`src/rtl/uop_seq_pkg.sv`:
```
package uop_seq_pkg;
  localparam int REG_W     = 4;
  localparam int IMM_W     = 8;
  localparam int UOP_OP_W  = 4;
  localparam int MAC_OP_W  = 4;
  localparam int UOP_W     = UOP_OP_W + 3 * REG_W + IMM_W;
  localparam int CRACK_MAX = 4;
  localparam int IDX_W     = $clog2(CRACK_MAX);
  localparam int LEN_W     = IDX_W + 1;

  typedef logic [REG_W-1:0] reg_t;
  typedef logic [IMM_W-1:0] imm_t;

  typedef enum logic [UOP_OP_W-1:0] {
    U_NOP  = 4'd0,
    U_MOV  = 4'd1,
    U_ADD  = 4'd2,
    U_ADDI = 4'd3,
    U_LD   = 4'd4,
    U_ST   = 4'd5
  } uop_op_e;

  typedef enum logic [MAC_OP_W-1:0] {
    M_MOV     = 4'd0,
    M_ADD     = 4'd1,
    M_ADC_MEM = 4'd2,
    M_SWAP    = 4'd3,
    M_PUSHALL = 4'd4,
    M_POPALL  = 4'd5
  } mac_op_e;

  typedef struct packed {
    uop_op_e op;
    reg_t    dst;
    reg_t    src_a;
    reg_t    src_b;
    imm_t    imm;
  } uop_t;

  typedef struct packed {
    logic last;
    uop_t u;
  } rom_word_t;

  localparam reg_t R_SP = 4'd4;
  localparam reg_t R_T0 = 4'd8;
  localparam reg_t R_T1 = 4'd9;
  localparam reg_t R_CF = 4'd15;
  localparam int   NUM_ARCH = 8;

  // ROM layout: push-all then pop-all
  localparam int PUSH_ENTRY = 0;
  localparam int PUSH_LEN   = 2 + 2 * NUM_ARCH;
  localparam int POP_ENTRY  = PUSH_ENTRY + PUSH_LEN;
  localparam int POP_LEN    = NUM_ARCH + 1;
  localparam int ROM_USED   = POP_ENTRY + POP_LEN;

  function automatic uop_t mk_uop(uop_op_e o, reg_t d, reg_t a, reg_t b, imm_t i);
    uop_t r;
    r.op = o; r.dst = d; r.src_a = a; r.src_b = b; r.imm = i;
    return r;
  endfunction

  function automatic logic op_uses_rom(logic [MAC_OP_W-1:0] op);
    return (op == M_PUSHALL) || (op == M_POPALL);
  endfunction

  function automatic int op_entry(logic [MAC_OP_W-1:0] op);
    return (op == M_POPALL) ? POP_ENTRY : PUSH_ENTRY;
  endfunction
endpackage

```
`src/rtl/uop_crack.sv`:
```
module uop_crack
  import uop_seq_pkg::*;
(
  input  logic [MAC_OP_W-1:0] op_i,
  input  reg_t                rd_i,
  input  reg_t                rs_i,
  input  imm_t                imm_i,
  input  logic [IDX_W-1:0]    idx_i,
  output uop_t                uop_o,
  output logic [LEN_W-1:0]    len_o
);
  always_comb begin
    uop_o = mk_uop(U_NOP, '0, '0, '0, '0);
    len_o = LEN_W'(1);
    case (op_i)
      M_MOV: uop_o = mk_uop(U_MOV, rd_i, rs_i, '0, '0);
      M_ADD: uop_o = mk_uop(U_ADD, rd_i, rd_i, rs_i, '0);
      M_ADC_MEM: begin
        len_o = LEN_W'(4);
        case (idx_i)
          2'd0:    uop_o = mk_uop(U_LD,  R_T0, rd_i, '0,   imm_i);
          2'd1:    uop_o = mk_uop(U_ADD, R_T0, R_T0, R_CF, '0);
          2'd2:    uop_o = mk_uop(U_ADD, R_T0, R_T0, rs_i, '0);
          default: uop_o = mk_uop(U_ST,  '0,   rd_i, R_T0, imm_i);
        endcase
      end
      M_SWAP: begin
        len_o = LEN_W'(3);
        case (idx_i)
          2'd0:    uop_o = mk_uop(U_MOV, R_T0, rd_i, '0, '0);
          2'd1:    uop_o = mk_uop(U_MOV, rd_i, rs_i, '0, '0);
          default: uop_o = mk_uop(U_MOV, rs_i, R_T0, '0, '0);
        endcase
      end
      default: ;
    endcase
  end
endmodule

```
`src/rtl/uop_rom.sv`:
```
module uop_rom
  import uop_seq_pkg::*;
#(
  parameter int AW = 5
) (
  input  logic [AW-1:0] addr_i,
  output rom_word_t     word_o
);
  localparam int DEPTH = 1 << AW;

  function automatic rom_word_t rom_at(int a);
    rom_word_t w;
    int k;
    int r;
    w.last = 1'b0;
    w.u    = mk_uop(U_NOP, '0, '0, '0, '0);
    if (a == PUSH_ENTRY) begin
      w.u = mk_uop(U_MOV, R_T1, R_SP, '0, '0);
    end else if (a < POP_ENTRY - 1) begin
      k = (a - PUSH_ENTRY - 1) / 2;
      if (((a - PUSH_ENTRY - 1) % 2) == 0)
        w.u = mk_uop(U_ADDI, R_T1, R_T1, '0, 8'hFC);
      else
        w.u = mk_uop(U_ST, '0, R_T1, reg_t'(k), '0);
    end else if (a == POP_ENTRY - 1) begin
      w.u    = mk_uop(U_MOV, R_SP, R_T1, '0, '0);
      w.last = 1'b1;
    end else if (a < ROM_USED - 1) begin
      r = NUM_ARCH - 1 - (a - POP_ENTRY);
      if (r != int'(R_SP))
        w.u = mk_uop(U_LD, reg_t'(r), R_SP, '0, imm_t'(4 * (NUM_ARCH - 1 - r)));
    end else if (a == ROM_USED - 1) begin
      w.u    = mk_uop(U_ADDI, R_SP, R_SP, '0, imm_t'(4 * NUM_ARCH));
      w.last = 1'b1;
    end else begin
      w.last = 1'b1;
    end
    return w;
  endfunction

  rom_word_t rom_arr [DEPTH];

  for (genvar a = 0; a < DEPTH; a++) begin : g_rom
    assign rom_arr[a] = rom_at(a);
  end

  assign word_o = rom_arr[addr_i];
endmodule

```
`src/rtl/uop_upc.sv`:
```
module uop_upc #(
  parameter int AW = 5
) (
  input  logic          clk_i,
  input  logic          rst_ni,
  input  logic          load_i,
  input  logic [AW-1:0] entry_i,
  input  logic          step_i,
  output logic [AW-1:0] upc_o
);
  logic [AW-1:0] upc_q;

  always_ff @(posedge clk_i or negedge rst_ni) begin
    if (!rst_ni)     upc_q <= '0;
    else if (load_i) upc_q <= entry_i;
    else if (step_i) upc_q <= upc_q + 1'b1;
  end

  assign upc_o = upc_q;

  // a new entry point is never loaded while a sequence is still stepping
  p_load_step_excl_r5: assert property (@(posedge clk_i) disable iff (!rst_ni)
    load_i |-> !step_i);
endmodule

```
`src/rtl/uop_seq.sv`:
```
module uop_seq
  import uop_seq_pkg::*;
#(
  parameter int ROM_AW = 5
) (
  input  logic                clk_i,
  input  logic                rst_ni,
  input  logic                instr_valid_i,
  output logic                instr_ready_o,
  input  logic [MAC_OP_W-1:0] instr_op_i,
  input  logic [REG_W-1:0]    instr_rd_i,
  input  logic [REG_W-1:0]    instr_rs_i,
  input  logic [IMM_W-1:0]    instr_imm_i,
  output logic                uop_valid_o,
  input  logic                uop_ready_i,
  output logic [UOP_W-1:0]    uop_o,
  output logic                uop_last_o
);
  logic                busy_q, rom_q;
  logic [MAC_OP_W-1:0] op_q;
  reg_t                rd_q, rs_q;
  imm_t                imm_q;
  logic [IDX_W-1:0]    idx_q;

  uop_t             crack_uop;
  logic [LEN_W-1:0] crack_len;
  rom_word_t        rom_word;
  logic [ROM_AW-1:0] upc;
  logic             accept, fire, last;

  uop_crack u_crack (
    .op_i  (op_q),
    .rd_i  (rd_q),
    .rs_i  (rs_q),
    .imm_i (imm_q),
    .idx_i (idx_q),
    .uop_o (crack_uop),
    .len_o (crack_len)
  );

  uop_rom #(.AW(ROM_AW)) u_rom (
    .addr_i (upc),
    .word_o (rom_word)
  );

  uop_upc #(.AW(ROM_AW)) u_upc (
    .clk_i   (clk_i),
    .rst_ni  (rst_ni),
    .load_i  (accept),
    .entry_i (ROM_AW'(op_entry(instr_op_i))),
    .step_i  (fire && rom_q && !last),
    .upc_o   (upc)
  );

  assign last          = rom_q ? rom_word.last : ({1'b0, idx_q} == crack_len - 1'b1);
  assign fire          = busy_q && uop_ready_i;
  assign instr_ready_o = !busy_q || (uop_ready_i && last);
  assign accept        = instr_valid_i && instr_ready_o;

  always_ff @(posedge clk_i or negedge rst_ni) begin
    if (!rst_ni) begin
      busy_q <= 1'b0;
      rom_q  <= 1'b0;
      op_q   <= '0;
      rd_q   <= '0;
      rs_q   <= '0;
      imm_q  <= '0;
      idx_q  <= '0;
    end else if (accept) begin
      busy_q <= 1'b1;
      rom_q  <= op_uses_rom(instr_op_i);
      op_q   <= instr_op_i;
      rd_q   <= instr_rd_i;
      rs_q   <= instr_rs_i;
      imm_q  <= instr_imm_i;
      idx_q  <= '0;
    end else if (fire) begin
      if (last) busy_q <= 1'b0;
      else      idx_q  <= idx_q + 1'b1;
    end
  end

  assign uop_valid_o = busy_q;
  assign uop_o       = rom_q ? rom_word.u : crack_uop;
  assign uop_last_o  = busy_q && last;

  always_comb begin
    if (rst_ni && busy_q && !rom_q)
      a_idx_range_r2: assert ({1'b0, idx_q} < crack_len);
  end

  p_idle_ready_r1: assert property (@(posedge clk_i) disable iff (!rst_ni)
    !uop_valid_o |-> instr_ready_o);

  p_accept_at_last_r7: assert property (@(posedge clk_i) disable iff (!rst_ni)
    (uop_valid_o && instr_ready_o) |-> (uop_ready_i && uop_last_o));

  p_stall_hold_r8: assert property (@(posedge clk_i) disable iff (!rst_ni)
    (uop_valid_o && !uop_ready_i) |=> (uop_valid_o && $stable(uop_o) && $stable(uop_last_o)));
endmodule

```
`config.mk`:
```
export PLATFORM = sky130hd
export DESIGN_NAME = uop_seq
export DESIGN_NICKNAME = d
export VERILOG_FILES = /design/src/rtl/uop_seq_pkg.sv /design/src/rtl/uop_crack.sv /design/src/rtl/uop_rom.sv /design/src/rtl/uop_upc.sv /design/src/rtl/uop_seq.sv
export SDC_FILE = /design/constraint.sdc
export NUM_CORES = 1
export LEC_CHECK = 0
export ABC_AREA = 1
export BUFFER_PORTS_ARGS = -buffer_cell sky130_fd_sc_hd__buf_4
export CAP_MARGIN = 20
export CORE_UTILIZATION = 30
export CTS_CLUSTER_SIZE = 12
export DETAILED_ROUTE_END_ITERATION = 10
export PLACE_DENSITY = 0.54
export SLEW_MARGIN = 20
export SYNTH_ARGS = -nofsm -noshare
export SYNTH_HDL_FRONTEND = slang
export SYNTH_SLANG_ARGS = --single-unit
```
`constraint.sdc`:
```
create_clock -name clk_i -period 1.9 [get_ports clk_i]
set_input_delay 0.095 -clock clk_i [delete_from_list [all_inputs] [get_ports clk_i]]
set_output_delay 0.095 -clock clk_i [all_outputs]
set_load 0.005 [all_outputs]
```
==> flow_summary_export.csv, run 1 <==
group,metric,value,unit
worst_setup_path,cp_max_fo,5,
floorplanning,core.rowCount,31,
pwr,vdd_ir_drop_max,0.542,mV
timing,fmax,510,MHz
pwr,total_power,6.33,mW
global_route,gr-usage-met3,3.77,%
global_route,grt_overflow_total,0,
timing,slew_viol_final,0,
clock_network,cts_sinks,29,
detailed_routing,drtIter0Drc,95,
timing,finalWorstSetupSlack,-0.0615,ns
floorplanning,initial_core_util,30.8,%
place,postPlaceCellArea,2740,µm²
cells_and_area,nets,429,
global_route,grt_max_degree,37,
min_path,hp-class,"input port to flop",
detailed_routing,routed_via_density,4.99,
detailed_routing,drc,0,
yosys,syn_inst,308,
cells_and_area,drive_gt1_share,53.9,%
detailed_routing,wl_per_cell,15.0,µm
worst_setup_path,critPathLaunchType,"flop",
timing,finalHoldViolCount,0,
global_route,grt_pass1_wl,10.8,mm
pwr,p_leak,1.69,nW
cells_and_area,fillCellCount,706,
yosys,yosysWarnings,0,
clock_network,clockBufferDepth,2,
worst_setup_path,crit_end,"uop_o[15]",
place,hpwl,4.92,mm
floorplanning,die_y,88.1,µm
flow_run,max-cap-violations,0,
worst_setup_path,cp-end-kind,"primary output",
detailed_routing,ant_nets,0,
global_route,met2_usage,29.0,%
timing,setup_viol,15,
timing,fin_crit,1.96,ns
worst_setup_path,critical_path_class,"flop to primary output",
outcome,status,"complete, but fails checks",
yosys,syn_nets,341,
global_route,grtUsageTotal,18.2,%
cells_and_area,final_common_cell,"buf_4",
yosys,syn-cell-area,2220,µm²
cells_and_area,final_cells,496,
worst_setup_path,worstReg2RegEnd,"op_q[3]",
yosys,synth_area_per_cell,7.21,µm²
floorplanning,core,7210,µm²
clock_network,root_buffer,"clkbuf_8",
worst_setup_path,crit_family,"flip-flops",
worst_setup_path,cp.depth,8,
pwr,p_per_area,1790,nW/µm²
place,dp.cells,460,
cells_and_area,area_growth,59.1,%
global_route,grt_pass1_vias,2205,
cells_and_area,regArea,731,µm²
clock_network,cts_tree,"built",
cells_and_area,final_cell_area,3540,µm²
cells_and_area,multi_input_area,1590,µm²
outcome,violations,"negative setup slack",
worst_setup_path,arrival,1.87,ns
global_route,use_met1,24.3,%
worst_setup_path,max_stage_delay,0.41,ns
worst_setup_path,r2r_cells,12,
yosys,async_reset_ff_share,100,%
worst_setup_path,path_cells,"inv_1, ha_2, inv_1, o21ai_0, o21ai_0, and3_1, o21ai_2, buf_4",
worst_setup_path,critPathBufInv,3,
floorplanning,dieArea,7760,µm²
yosys,synth-edff-count,0,
global_route,top_usage_layer,"met2",
timing,rsz0062_at_grt,"true",
worst_setup_path,startpoint,"idx_q[0]",
floorplanning,die_w,88.1,µm
place,port_buffers,49,
detailed_routing,wirelength,7.45,mm
worst_setup_path,required,1.80,ns
global_route,antenna_found_initial,0,
clock_network,clk_pin_slew,0.07,ns
yosys,seq_area_frac_synth,32.7,%
detailed_routing,dr.pass1.iters,6,
timing,finalCritPeriodShare,103,%
clock_network,cts_made_buffers,5,
worst_setup_path,r2r_slack,-0.04,ns
yosys,synth_ff_type,"dfrtp_1",
worst_setup_path,timing.rr.start,"op_q[3]",
cells_and_area,diodes,0,
worst_setup_path,cp_slowest_cell,"dfrtp_2",
yosys,synth_seq_cells,29,
clock_network,h-tree-depth,2,
clock_network,clk_latency,0.29,ns
floorplanning,io_pins,51,
yosys,synth.distinct_cells,42,
detailed_routing,via_count,2473,
timing,final.setup_skew,0.00354,ns
place,routabilityCongestion,0.913,
cells_and_area,final_cell_mix,"buf_4, nand2_1, inv_1",
worst min path at each step:
stage,start,to,cells past startpoint
floorplan,rst_ni,idx_q[0],0
global placement,rst_ni,rs_q[1],1
detailed placement,rst_ni,rs_q[1],1
CTS,instr_op_i[3],op_q[3],3
global route,instr_imm_i[1],imm_q[1],3
finish,instr_rs_i[1],rs_q[1],3
per-layer routing:
metal,routed length [µm],up-vias
met5,0,-
met4,122,0
met3,433,12
met2,3600,89
met1,3290,1176
li1,-,1196
cell families after synthesis:
logic type | share of synthesized area, %
xor gates and xnor gates | 0.394
AOI/OAI and AO/OA | 22.4
DFF | 32.7
adders and majority gates | 5.07
buffers and inverters | 12.0
and+or+nand+nor | 27.3
other | 0.169
stage by stage:
stage	utilization, %	TNS, ns	hold slack (ns)	setup WS, ns
floorplan	-	0	-0.201	0.126
CTS	41.6	-0.480	0.00678	-0.0554
finish	49.0	-0.456	0.00553	-0.0615
global route	49.0	-3.40	0.00319	-0.177
global placement	37.9	0	0.0520	0.0280
detailed placement	37.9	0	0.0504	0.0222
registers in the layout (all words and copies together) (netlist names):
name and flops:
imm_q 8, u_upc.upc_o 5, op_q 4, rd_q 4, rs_q 4, idx_q 2
rom_q 1, uop_valid_o 1
cell usage after synthesis, types with 2 or more instances:
cell / number / area, µm²
nand2_1: 77 / 289
inv_1: 42 / 158
dfrtp_1: 29 / 726
o21ai_0: 29 / 145
nor2_1: 22 / 82.6
o21ai_2: 10 / 87.6
ha_1: 9 / 113
a21oi_1: 8 / 40.0
o21ai_1: 8 / 40.0
nand3_1: 7 / 35.0
o31ai_1: 6 / 45.0
clkbuf_1: 5 / 18.8
nand2_2: 5 / 31.3
nor3_1: 5 / 25.0
buf_6: 4 / 45.0
nand4_1: 4 / 25.0
o22ai_1: 4 / 25.0
a22oi_1: 3 / 22.5
o211ai_1: 3 / 22.5
a21boi_0: 2 / 15.0
a31oi_1: 2 / 12.5
nand3_4: 2 / 35.0
nor2_4: 2 / 22.5
or2_2: 2 / 12.5
what timing repair did:
item                                    CTS  global route
cloned                                    0             7
hold endpoints to repair                 30             0
pin swaps                                 5            22
resized for setup                        37           125
endpoints found under the setup margin   23            50
hold buffers                              2             0
buffers inserted                          9            10
power breakdown:
| group | switching, mW | internal (mW) | leakage [nW] |
|---|---|---|---|
| registers | 0.319 | 0.921 | 0.353 |
| clock network | 0.261 | 0.293 | 0.0512 |
| logic | 2.48 | 2.06 | 1.29 |
| total | 3.06 | 3.27 | 1.69 |
worst register-to-register path, stage by stage (launching register included):
cell	delay, ns
dfrtp_1	0.41
nor2_4	0.26
nand2_4	0.15
nand2_2	0.10
nand2_2	0.05
nor2_2	0.12
nand2_2	0.09
nand3_4	0.11
nand3_4	0.14
buf_6	0.17
buf_6	0.13
nand2_1	0.07
nand2_1	0.05
layout make-up:
| type | instances | area share (%) |
|---|---|---|
| clock buffer | 6 | 2.34 |
| clock inverter | 2 | 0.389 |
| inverter | 45 | 5.27 |
| multi-input combinational | 223 | 45.0 |
| sequential | 29 | 20.7 |
| tap | 99 | 3.50 |
| timing repair buffer | 85 | 20.0 |
| timing repair inverter | 7 | 2.87 |
Power figures use the tool's default switching activity.
==> inputs of run 2 (changes only) <==
--- a/config.mk
+++ b/config.mk
@@ -11,8 +11,10 @@
 export CORE_UTILIZATION = 30
 export CTS_CLUSTER_SIZE = 12
 export DETAILED_ROUTE_END_ITERATION = 10
-export PLACE_DENSITY = 0.54
+export GPL_TIMING_DRIVEN = 0
+export PLACE_DENSITY = 0.53
 export SLEW_MARGIN = 20
 export SYNTH_ARGS = -nofsm -noshare
 export SYNTH_HDL_FRONTEND = slang
+export SYNTH_HIERARCHICAL = 1
 export SYNTH_SLANG_ARGS = --single-unit
==> run 2 against run 1 <==
The run ends with design-rule violations, negative setup slack left. Worst hold slack better by 0.011 ns. Non-clock buffer count is 24 higher. Flip-flop and latch count stayed put. Critical path type unchanged.
==> flow_summary_export.csv, run 2 <==
group,metric,value,unit
outcome,status,"complete, but fails checks",
outcome,violations,"design-rule violations, negative setup slack",
detailed_routing,wirelength,8.49,mm
yosys,async_reset_ff_share,100,%
clock_network,cts_sinks,29,
pwr,total_power,7.59,mW
worst_setup_path,required,1.80,ns
cells_and_area,largest_register,"imm_q",
worst_setup_path,max_stage_delay,0.41,ns
clock_network,cts_made_buffers,5,
pwr,swShare,49.8,%
floorplanning,core,8810,µm²
place,hpwl,6.04,mm
detailed_routing,wl_per_cell,12.7,µm
yosys,synth_top_area_cell,"nand2_1",
yosys,synth-edff-count,0,
place,routabilityCongestion,0.867,
yosys,syn_inst,458,
detailed_routing,via_count,3115,
cells_and_area,regArea,737,µm²
yosys,synth_commonest_cells,"nand2_1, inv_1, nor2_1",
yosys,syn-cell-area,2750,µm²
clock_network,clk_latency,0.27,ns
cells_and_area,final_common_cell,"nand2_1",
timing,relSlewSlack,66.5,%
detailed_routing,drc,8,
worst_setup_path,path_cells,"nor2_4, inv_2, nor2_4, inv_2, ha_4, nand2_1, nand2_1, nand3_2, nand2_2, buf_6, nand2_8, o21ai_4, buf_6",
worst_setup_path,cp-end-kind,"primary output",
clock_network,clockBufferDepth,2,
global_route,grt_overflow_total,0,
global_route,grtUsageTotal,17.5,%
timing,finalCritPeriodShare,120,%
cells_and_area,largest_reg_flops,8,
cells_and_area,diodes,0,
timing,hold_ws,0.0165,ns
clock_network,cts_tree,"built",
worst_setup_path,cp_max_fo,3,
yosys,synth_area_per_cell,6.00,µm²
detailed_routing,drtIter0Drc,120,
pwr,p_leak,2.13,nW
cells_and_area,nets,588,
min_path,hp-class,"input port to flop",
global_route,antenna_found_initial,0,
timing,final.setup_skew,0.00241,ns
floorplanning,initial_core_util,31.2,%
place,postPlaceCellArea,3290,µm²
clock_network,h-tree-depth,2,
timing,slew_viol_final,0,
global_route,grt_pass1_vias,2897,
detailed_routing,ant_nets,0,
floorplanning,dieArea,9550,µm²
yosys,synth_top_area_share,29.1,%
pwr,p_clk_share,6.4,%
pwr,cellInternalPower,3.81,mW
global_route,grt_pass1_wl,13.6,mm
worst_setup_path,critical_path_class,"flop to primary output",
worst_setup_path,arrival,2.19,ns
yosys,synth_ff_type,"dfrtp_1",
flow_run,max-cap-violations,0,
floorplanning,die_w,97.7,µm
yosys,yosysWarnings,6,
clock_network,root_buffer,"clkbuf_8",
worst_setup_path,critPathLaunchType,"flop",
timing,rsz0062_at_grt,"true",
timing,fmax,438,MHz
global_route,grt_max_degree,30,
timing,tightest_slew,0.501,ns
cells_and_area,drive_gt1_share,39.1,%
cells_and_area,final_cell_area,4080,µm²
cells_and_area,multi_input_area,2030,µm²
cells_and_area,final_cell_mix,"nand2_1, buf_4, inv_1",
yosys,synth.distinct_cells,37,
floorplanning,io_pins,51,
yosys,synthTopCellsByArea,"nand2_1, dfrtp_1, inv_1, nor2_1, nand3_1",
cells_and_area,area_growth,48.4,%
place,port_buffers,49,
timing,finalHoldViolCount,0,
timing,setup_viol,36,
detailed_routing,routed_via_density,4.68,
yosys,synth_seq_cells,29,
cells_and_area,final_cells,666,
clock_network,clk_pin_slew,0.06,ns
timing,finalWorstSetupSlack,-0.381,ns
yosys,synth.most_common_cell,"nand2_1",
pwr,seqPwrFrac,18.5,%
worst_setup_path,cp_slowest_cell,"dfrtp_1",
timing,tns,-10.12,ns
pwr,vdd_ir_drop_max,0.593,mV
floorplanning,die_y,97.7,µm
pwr,p_per_area,1860,nW/µm²
pwr,p_sw,3.78,mW
min_path,holdPathStages,3,
cells_and_area,fillCellCount,901,
yosys,seq_area_frac_synth,26.4,%
place,dp.cells,621,
pwr,combPwrFrac,75.0,%
floorplanning,core.rowCount,34,
worst_setup_path,r2r_cells,16,
timing,fin_crit,2.28,ns
detailed_routing,dr.pass1.iters,7,
-- run 2: cell families (layout without fill, tap and decap cells) --
family / Yosys count / after routing / share of synthesized area (%)
compound gates: 41 / 41 / 9.15
xor+xnor: 2 / 2 / 0.637
fa+ha+maj: 7 / 7 / 3.19
buf+inv: 70 / 164 / 12.9
flops: 29 / 29 / 26.4
other cells: 3 / 9 / 0.410
simple gates: 306 / 306 / 47.3
-- run 2: power by group through the flow --
| stage | combinational [mW] | sequential [mW] | clock (mW) |
|---|---|---|---|
| after global routing | 6.28 | 1.44 | 0.530 |
| after floorplan | 2.83 | 1.25 | 0 |
| final | 5.69 | 1.40 | 0.489 |
| after global placement | 4.00 | 1.36 | 0 |
| after CTS | 4.71 | 1.36 | 0.502 |
| after detailed placement | 4.04 | 1.36 | 0 |
-- run 2: path summary, 6_finish.rpt --
check | from | endpoint | slack [ns]
worst min-delay path | instr_imm_i[0] | imm_q[0] | 0.02
worst max-delay path | op_q[3] | instr_ready_o | -0.38
max in group asynchronous | rst_ni | u_upc/upc_o[3] | 1.32
worst min register to register | imm_q[7] | imm_q[7] | 0.48
worst max register to register | op_q[3] | rs_q[1] | -0.35
min in group asynchronous | rst_ni | uop_valid_o | 0.28
-- run 2: cell type report --
| class | count | share of cell area (%) |
|---|---|---|
| Inverter | 47 | 4.88 |
| Buffer | 22 | 4.48 |
| Tap cell | 108 | 3.31 |
| Clock inverter | 2 | 0.245 |
| Multi-Input combinational cell | 365 | 49.7 |
| Sequential cell | 29 | 18.1 |
| Timing Repair Buffer | 87 | 17.6 |
| Clock buffer | 6 | 1.78 |
-- run 2: worst max-delay path: cells and delay by family, from the launching register on --
| kind | cells | cell delay [ns] |
|---|---|---|
| flops | 1 | 0.41 |
| simple gates | 7 | 0.66 |
| compound gates | 1 | 0.20 |
| fa+ha+maj | 1 | 0.27 |
| buf+inv | 4 | 0.38 |
-- run 2: layer usage --
metal | up-vias | GRT usage, % | part of all wire (%)
li1 | 1593 | - | -
met4 | 0 | 4.20 | 1.6
met3 | 10 | 2.52 | 3.7
met2 | 68 | 29.4 | 48
met1 | 1444 | 23.6 | 47
met5 | - | 0 | 0
-- run 2: metrics by stage --
stage	util (%)	worst slack, ns
final	46.3	-0.381
after global routing	46.3	-0.463
after CTS	41.3	-0.367
after detailed placement	37.4	-0.695
after global placement	37.4	-0.673
after floorplan	-	-0.298
-- run 2: repair_timing --
item,CTS,global route
hold buffers,1,0
resized for setup,37,83
hold endpoints to repair,29,0
cloned,0,0
setup buffers,19,19
pin swaps,9,38
setup endpoints to repair,49,54
